$ cat config.mk
export PLATFORM = sky130hd
export DESIGN_NAME = paged_pc_unit
export DESIGN_NICKNAME = d
export VERILOG_FILES = /design/src/rtl/pc_unit_pkg.sv /design/src/rtl/pc_page_step.sv /design/src/rtl/pc_load_decode.sv /design/src/rtl/pc_upper_select.sv /design/src/rtl/paged_pc_unit.sv
export SDC_FILE = /design/constraint.sdc
export NUM_CORES = 1
export LEC_CHECK = 0
export CORE_MARGIN = 10
export CORE_UTILIZATION = 53
export CTS_BUF_LIST = sky130_fd_sc_hd__clkbuf_16
export CTS_CLUSTER_SIZE = 8
export DETAILED_ROUTE_END_ITERATION = 8
export DONT_BUFFER_PORTS = 1
export PLACE_DENSITY = 0.77
export SYNTH_ARGS = -nofsm -noshare
export SYNTH_HDL_FRONTEND = slang
export SYNTH_SLANG_ARGS = --single-unit
export TNS_END_PERCENT = 20
$ cat constraint.sdc
create_clock -name clk -period 0.95 [get_ports clk]
set_input_delay 0.0475 -clock clk [delete_from_list [all_inputs] [get_ports clk]]
set_output_delay 0.0475 -clock clk [all_outputs]
set_load 0.01 [all_outputs]
$ cat src/rtl/pc_unit_pkg.sv
package pc_unit_pkg;
    localparam int OP_W      = 10;
    localparam int LOAD_FLD  = 5;
    localparam logic [OP_W-1:0] LOAD_MASK  = 10'h3E0;
    localparam logic [OP_W-1:0] LOAD_MATCH = 10'h340;
endpackage

$ cat src/rtl/pc_page_step.sv
module pc_page_step #(
    parameter int PAGE_BITS = 6
) (
    input  logic [PAGE_BITS-1:0] cur,
    output logic [PAGE_BITS-1:0] nxt
);
    logic fb;
    always_comb begin
        fb  = ~(cur[PAGE_BITS-1] ^ cur[PAGE_BITS-2]);
        nxt = {cur[PAGE_BITS-2:0], fb};
    end
endmodule

$ cat src/rtl/pc_load_decode.sv
module pc_load_decode
    import pc_unit_pkg::*;
#(
    parameter int UPPER_BITS = 6,
    parameter bit BANKED     = 1'b1
) (
    input  logic [OP_W-1:0]       opcode,
    input  logic                  status,
    input  logic                  bank_bit,
    output logic                  act,
    output logic [UPPER_BITS-1:0] prep
);
    always_comb begin
        act  = ((opcode & LOAD_MASK) == LOAD_MATCH) && status;
        prep = '0;
        prep[LOAD_FLD-1:0] = opcode[LOAD_FLD-1:0];
    end

    generate
        if (BANKED && UPPER_BITS > LOAD_FLD) begin : g_bank
            logic [UPPER_BITS-1:0] unused_prep;
            assign unused_prep = '0;
        end
    endgenerate
endmodule

$ cat src/rtl/pc_upper_select.sv
module pc_upper_select #(
    parameter int UPPER_BITS = 6,
    parameter bit BANKED     = 1'b1
) (
    input  logic                  pend,
    input  logic [UPPER_BITS-1:0] cur_page,
    input  logic [UPPER_BITS-1:0] held,
    output logic [UPPER_BITS-1:0] nxt_page
);
    localparam int LIVE = BANKED ? UPPER_BITS : UPPER_BITS - 1;
    localparam logic [UPPER_BITS-1:0] HI_MASK = UPPER_BITS'((1 << LIVE) - 1);

    always_comb begin
        nxt_page = (pend ? held : cur_page) & HI_MASK;
    end
endmodule

$ cat src/rtl/paged_pc_unit.sv
module paged_pc_unit
    import pc_unit_pkg::*;
#(
    parameter int ADDR_BITS = 12,
    parameter int PAGE_BITS = 6,
    parameter bit BANKED    = 1'b1
) (
    input  logic                 clk,
    input  logic                 rst_n,
    input  logic                 fetch,
    input  logic [OP_W-1:0]      opcode,
    input  logic                 status,
    input  logic                 bank_bit,
    output logic [ADDR_BITS-1:0] rom_addr,
    output logic                 int_block
);
    localparam int UPPER_BITS = ADDR_BITS - PAGE_BITS;

    typedef struct packed {
        logic [UPPER_BITS-1:0] page;
        logic [PAGE_BITS-1:0]  low;
        logic [UPPER_BITS-1:0] held;
        logic                  pend;
    } pc_state_t;

    pc_state_t st_d, st_q;

    logic [PAGE_BITS-1:0]  low_next_d;
    logic [UPPER_BITS-1:0] page_next_d;
    logic [UPPER_BITS-1:0] prep_raw_d;
    logic [UPPER_BITS-1:0] prep_d;
    logic                  act_d;

    pc_page_step #(.PAGE_BITS(PAGE_BITS)) u_step (
        .cur (st_q.low),
        .nxt (low_next_d)
    );

    pc_load_decode #(.UPPER_BITS(UPPER_BITS), .BANKED(BANKED)) u_dec (
        .opcode   (opcode),
        .status   (status),
        .bank_bit (bank_bit),
        .act      (act_d),
        .prep     (prep_raw_d)
    );

    // Bank bit sits just above the page-load field, inverted at capture time.
    generate
        if (BANKED && UPPER_BITS > LOAD_FLD) begin : g_bank_ins
            always_comb begin
                prep_d = prep_raw_d;
                prep_d[LOAD_FLD] = ~bank_bit;
            end
        end else begin : g_no_bank
            logic unused_bank;
            assign unused_bank = bank_bit;
            assign prep_d = prep_raw_d;
        end
    endgenerate

    pc_upper_select #(.UPPER_BITS(UPPER_BITS), .BANKED(BANKED)) u_sel (
        .pend     (st_q.pend),
        .cur_page (st_q.page),
        .held     (st_q.held),
        .nxt_page (page_next_d)
    );

    always_comb begin
        st_d = st_q;
        if (fetch) begin
            st_d.low  = low_next_d;
            st_d.page = page_next_d;
            st_d.pend = act_d;
            if (act_d) begin
                st_d.held = prep_d;
            end
        end
    end

    always_ff @(posedge clk) begin
        if (!rst_n) begin
            st_q <= '0;
        end else begin
            st_q <= st_d;
        end
    end

    assign rom_addr  = {st_q.page, st_q.low};
    assign int_block = st_q.pend;
endmodule

==> results of run 1 <==
## per-stage QoR
| stage | power (mW) | utilization | std cells | hold slack (ps) |
|---|---|---|---|---|
| detailed placement | 0.870 | 0.516 | 94 | 173 |
| finish | 1.71 | 0.594 | 102 | -84.2 |
| global route | 1.76 | 0.594 | 102 | -89.1 |
| floorplan | 0.895 | - | 91 | 190 |
| CTS | 1.72 | 0.580 | 100 | -88.7 |
| global placement | 0.868 | 0.516 | 94 | 171 |
## worst min path at each step
| stage | start | end | slack (ps) | depth (start not counted) |
|---|---|---|---|---|
| after floorplan | opcode[0] | st_q[1] | 190 | 2 |
| after global placement | rst_n | int_block | 170 | 1 |
| after detailed placement | rst_n | int_block | 170 | 1 |
| after CTS | rst_n | int_block | -90 | 1 |
| after global routing | rst_n | int_block | -90 | 1 |
| final | rst_n | int_block | -80 | 1 |
## registers in the layout, summed over array words and instances, names as in the netlist
name	count
int_block	1
st_q	6
rom_addr	12
## final cells by class
class	instances	area, um^2	share of cell area
timing repair buffer	9	77.6	0.0858
clock inverter	1	3.75	0.00415
sequential	19	380	0.420
clock buffer	3	75.1	0.0830
multi-input combinational	54	348	0.385
tap	16	20.0	0.0221
## logic make-up (layout without fill, tap and decap cells)
kind of cell,after synthesis,count (layout),synth area share
muxes,12,12,0.140
AOI/OAI and AO/OA,7,7,0.0613
DFF,19,19,0.444
and+or+nand+nor,34,34,0.194
xor gates and xnor gates,1,1,0.0102
buffers and inverters,18,13,0.150
## routing by layer
layer	global-route usage	up-vias
met5	0	-
met4	0.0577	0
met3	0.0636	5
met2	0.157	15
met1	0.0806	231
li1	-	274
## power by group
| group | internal (mW) | switching [mW] | total, mW |
|---|---|---|---|
| logic | 0.0360 | 0.0126 | 0.0487 |
| clock network | 0.560 | 0.284 | 0.844 |
| registers | 0.807 | 0.0107 | 0.817 |
| total | 1.40 | 0.308 | 1.71 |
## layout by cell type (no fill, tap or decap), types with 3 or more instances in the layout
master | netlist | layout
dlygate4sd3_1 | 0 | 4
nor2b_1 | 7 | 7
nand2_1 | 18 | 18
nand3_1 | 6 | 6
dfxtp_1 | 19 | 19
buf_4 | 12 | 5
a21boi_0 | 6 | 6
clkbuf_16 | 0 | 3
mux2i_1 | 12 | 12
## repair_timing
item | 4_1_cts | 5_1_grt
endpoints found under the hold margin | 19 | 19
buffers inserted | 0 | 0
hold buffers | 2 | 2
==> summary.txt, run 1 <==
max_slew headroom = 0.866
via count = 525
Initial Util = 0.562
final setup vio count = 0
outcome = finished, violations left
top cell type's share of synthesized area = 0.444
Fillers = 136
Critical Path End Type = output port
worst min-delay path class = in2reg
Syn. warnings = 0
crit path max fanout = 6
routability cong. = 0.713
all-layer global routing usage = 0.0941
Slowest cell on crit path = dfxtp_1
Antenna Nets Post-Route = 0
total wire length = 1550 um
crit start category = flip-flop
DR WL/cell = 15.2 um
DR WL met2 = 806 um
CTS tree = yes
clock tree buffer depth = 2
layout cell share with drive strength beyond 1 = 0.0930
clk_lat worst skew = 250 ps
crit path kind = reg2out
final hold slack = -84.2 ps
DR iter-0 viols = 2
ratio of final minimum period to clock period = 0.903
Mean Syn Cell Area = 9.42 um^2
count leader, synth = dfxtp_1
Cell Chain, Critical Path = buf_4
n_diodes = 0
post_cts resized = 0
Rows = 14
final-report max-slew violation count = 0
antenna violations before repair = 0
sequential fraction of the synthesis area = 0.444
Critical Path Max Stage Delay = 400 ps
CTS root buffer = clkbuf_16
top cells by count, synth = dfxtp_1, nand2_1, buf_4, mux2i_1, nor2b_1
measured slew at the worst slew-check pin = 199 ps
RR Startpoint = int_block
R2R cell count = 3
worst clock skew = 0.758 ps
Area Growth Syn to Fin = 5.55%
reg2reg setup slack = 90 ps
Hold Vio Cnt, Final = 19
total negative slack = 0 ps
# H-tree levels = 1
dpl hpwl = 1090 um
die width = 60.2 um
Max Fclk = 1170 MHz
Crit path depth = 1
first-pass GRT wire length = 2480 um
final net count = 102
DRC errors left = 0
vias in the first global route = 549
critical path data required time = 900 ps
CP arrival = 810 ps
Setup WS post-layout = 92.2 ps
leak pwr = 0.339 nW
flops & latches, synth = 19
post-synthesis instance area = 857 um^2
Worst-path clk slew = 50 ps
TritonRoute pass-1 iters = 2
Post-DP Area = 786 um^2
height of the die = 60.2 um
Syn Nets = 106
clk sink count = 19
vias per cell = 5.15
M1 WL = 531 um
Tmin final = 858 ps
reg2reg end = rom_addr[10]
pin count of the biggest net entering global routing = 26
dpl ws = 12.3 ps
delay-heaviest family, CP = flip-flops
Most used DFF post-synth = dfxtp_1
failing checks = hold timing
number of max-cap violations = 0
full die area = 3630 um^2
Mapped Cells = 91
Pwr per Cell Area = 1890 nW/um^2
CP Capture Point = int_block
cell area after layout = 905 um^2
DR top layer = met4
top cells by area, synth = dfxtp_1, mux2i_1, buf_4, nand2_1, a21boi_0
number of port buffers = 0
RSZ-0062 raised after global routing = no
Met3 Wirelength = 167 um
Peak VDD IR = 0.00111 V
CTS Buf Count = 3
Critical Path Source = int_block
grt ovf = 0
CP bufs+invs = 1
library cells used by synthesis = 15
number of placed I/O pins = 28
Core Region = 1520 um^2
cell type with the largest total area after synthesis = dfxtp_1
Async S/R FF share, synth = 0
Post-synth EDFFs = 0
Note: power is estimated with default switching activity, not from simulation.
==> run 2, diff against run 1 <==
Settings changed: CORE_UTILIZATION 53 to 62, PLACE_DENSITY 0.77 to 0.84.
Clock period 0.95 ns to 1.1 ns, I/O delays scaled along.
==> run 2 against run 1 <==
The run still ends with hold timing left. Core utilization is 8.3 points higher. Hold slack better by 20 ps. First-iteration DRC count is 100% higher. Cell count is 3.9% lower. Largest power group is now sequential cells.
==> summary.txt, run 2 (same netlist as run 1, synthesis figures left out) <==
Peak VDD IR = 0.000833 V (-25%)
antenna violations before repair = 0 (unchanged)
failing checks = hold timing
Util after Layout = 0.677 (+0.0833)
total negative slack = 0 ps (unchanged)
delay-heaviest family, CP = flip-flops
worst min-delay path class = in2reg
Fillers = 111 (-18%)
ratio of final minimum period to clock period = 0.849
DR WL/cell = 14.6 um (-3.6%)
hold_buf cts = 4 (+2)
final-report max-slew violation count = 0 (unchanged)
total wire length = 1430 um (-7.4%)
Critical Path End Type = flip-flop
Crit path depth = 3 (+2)
final setup vio count = 0 (unchanged)
clk_lat worst skew = 250 ps (about the same)
routability cong. = 0.734 (+2.8%)
via count = 540 (+2.9%)
outcome = finished, violations left
Hold Vio Cnt, Final = 19 (unchanged)
full die area = 3270 um^2 (-9.8%)
Cell Chain, Critical Path = nand2_1 > nand2_1 > a21boi_0
crit start category = flip-flop
CP arrival = 1060 ps (+250 ps)
Worst-path clk slew = 50 ps (about the same)
vias in the first global route = 558 (+1.6%)
max_slew headroom = 0.758 (-0.108)
dpl cells = 90 (-4.3%)
CTS root buffer = clkbuf_16
n_diodes = 0 (unchanged)
first-pass GRT wire length = 2550 um (+2.8%)
worst clock skew = 2.08 ps (+1.32 ps)
Tmin final = 934 ps
Area Growth Syn to Fin = 2.77%
R2R cell count = 3 (unchanged)
final hold slack = -64.6 ps (+19.5 ps)
hold-critical path depth = 1 (unchanged)
die width = 57.2 um (-5.0%)
Final Non-Filler Cells = 98 (-3.9%)
DRC errors left = 0 (unchanged)
dpl hpwl = 1120 um (+2.5%)
number of max-cap violations = 0 (unchanged)
CTS Buf Count = 3 (unchanged)
Pwr per Cell Area = 1650 nW/um^2 (-13%)
Rows = 13 (-1)
height of the die = 57.2 um (-5.0%)
# H-tree levels = 1 (unchanged)
crit path kind = reg2reg
Hold Path Origin = rst_n
DR iter-0 viols = 4 (+2)
pin count of the biggest net entering global routing = 26 (unchanged)
setup repair bufs after CTS = 0 (unchanged)
Max Fclk = 1070 MHz
commonest cells after routing, fill and taps aside = dfxtp_1, nand2_1, mux2i_1, nor2b_1
Worst Hold Endpoint = int_block
Critical Path Max Stage Delay = 450 ps (+50 ps)
layout cell share with drive strength beyond 1 = 0.0602 (-0.0328)
RR Startpoint = int_block
RSZ-0062 raised after global routing = no
Largest register FFs = 12 (unchanged)
crit path max fanout = 8 (+2)
Core Region = 1300 um^2 (-15%)
CP bufs+invs = 0 (-1)
critical path's most frequent cell = nand2_1
Initial Util = 0.659 (+0.0963)
final net count = 99 (-2.9%)
all-layer global routing usage = 0.0944 (+0.000267)
CTS tree = yes
leak pwr = 0.323 nW (-4.8%)
Slowest cell on crit path = dfxtp_1
clock tree buffer depth = 2 (unchanged)
critical path data required time = 1220 ps (+320 ps)
measured slew at the worst slew-check pin = 363 ps (+165 ps)
vias per cell = 5.51 (+7.1%)
grt ovf = 0 (unchanged)
reg2reg setup slack = 170 ps (+70 ps)
number of placed I/O pins = 28 (unchanged)
clk sink count = 19 (unchanged)
Critical Path Source = int_block
Antenna Nets Post-Route = 0 (unchanged)
TritonRoute pass-1 iters = 3 (+1)
reg2reg end = rom_addr[9]
number of port buffers = 0 (unchanged)
commonest non-fill, non-tap cell in the layout = dfxtp_1
[run 2: worst register-to-register path, cell delays in order (launching register included)]
cell      delay, ps
dfxtp_1         450
nand2_1         190
nand2_1         100
a21boi_0         80
[run 2: worst max path at each step]
stage	to	slack [ps]
after floorplan	rom_addr[6]	100
after global placement	st_q[2]	80
after detailed placement	st_q[5]	10
after CTS	rom_addr[10]	160
after global routing	rom_addr[7]	30
final	rom_addr[9]	170
[run 2: area by class of cell]
type,count,area (um^2),share of cell area
Clock buffer,3,75.1,0.0852
Clock inverter,1,3.75,0.00426
Multi-Input combinational cell,54,348,0.395
Sequential cell,19,380,0.432
Tap cell,15,18.8,0.0213
Timing Repair Buffer,6,55.1,0.0625
[run 2: through the flow]
stage          setup slack (ps)  hold WS (ps)  total power, mW  instance area [um^2]
2_1_floorplan              98.8           197            0.773                   857
6_report                    166         -64.6             1.45                   881
4_1_cts                     161         -67.4             1.47                   881
5_1_grt                    29.4         -63.1             1.50                   881
3_5_place_dp               12.4           179            0.750                   762
3_3_place_gp               75.8           176            0.750                   762
[run 2: repair_timing]
item                                   in CTS  in global routing
setup endpoints to repair                   0                  0
endpoints found under the hold margin      19                 18
gates resized for setup                     0                  0
[run 2: where the power goes]
group	leakage (nW)	internal [mW]	switching, mW
combinational	0.127	0.0306	0.0103
sequential	0.154	0.697	0.00914
clock	0.0423	0.482	0.225
[run 2: metal layers]
layer,track usage,share of wire,vias up
met5,0,0,-
met4,0.0403,0.017,0
met3,0.0796,0.17,5
met2,0.132,0.41,24
met1,0.100,0.41,241
li1,-,-,270
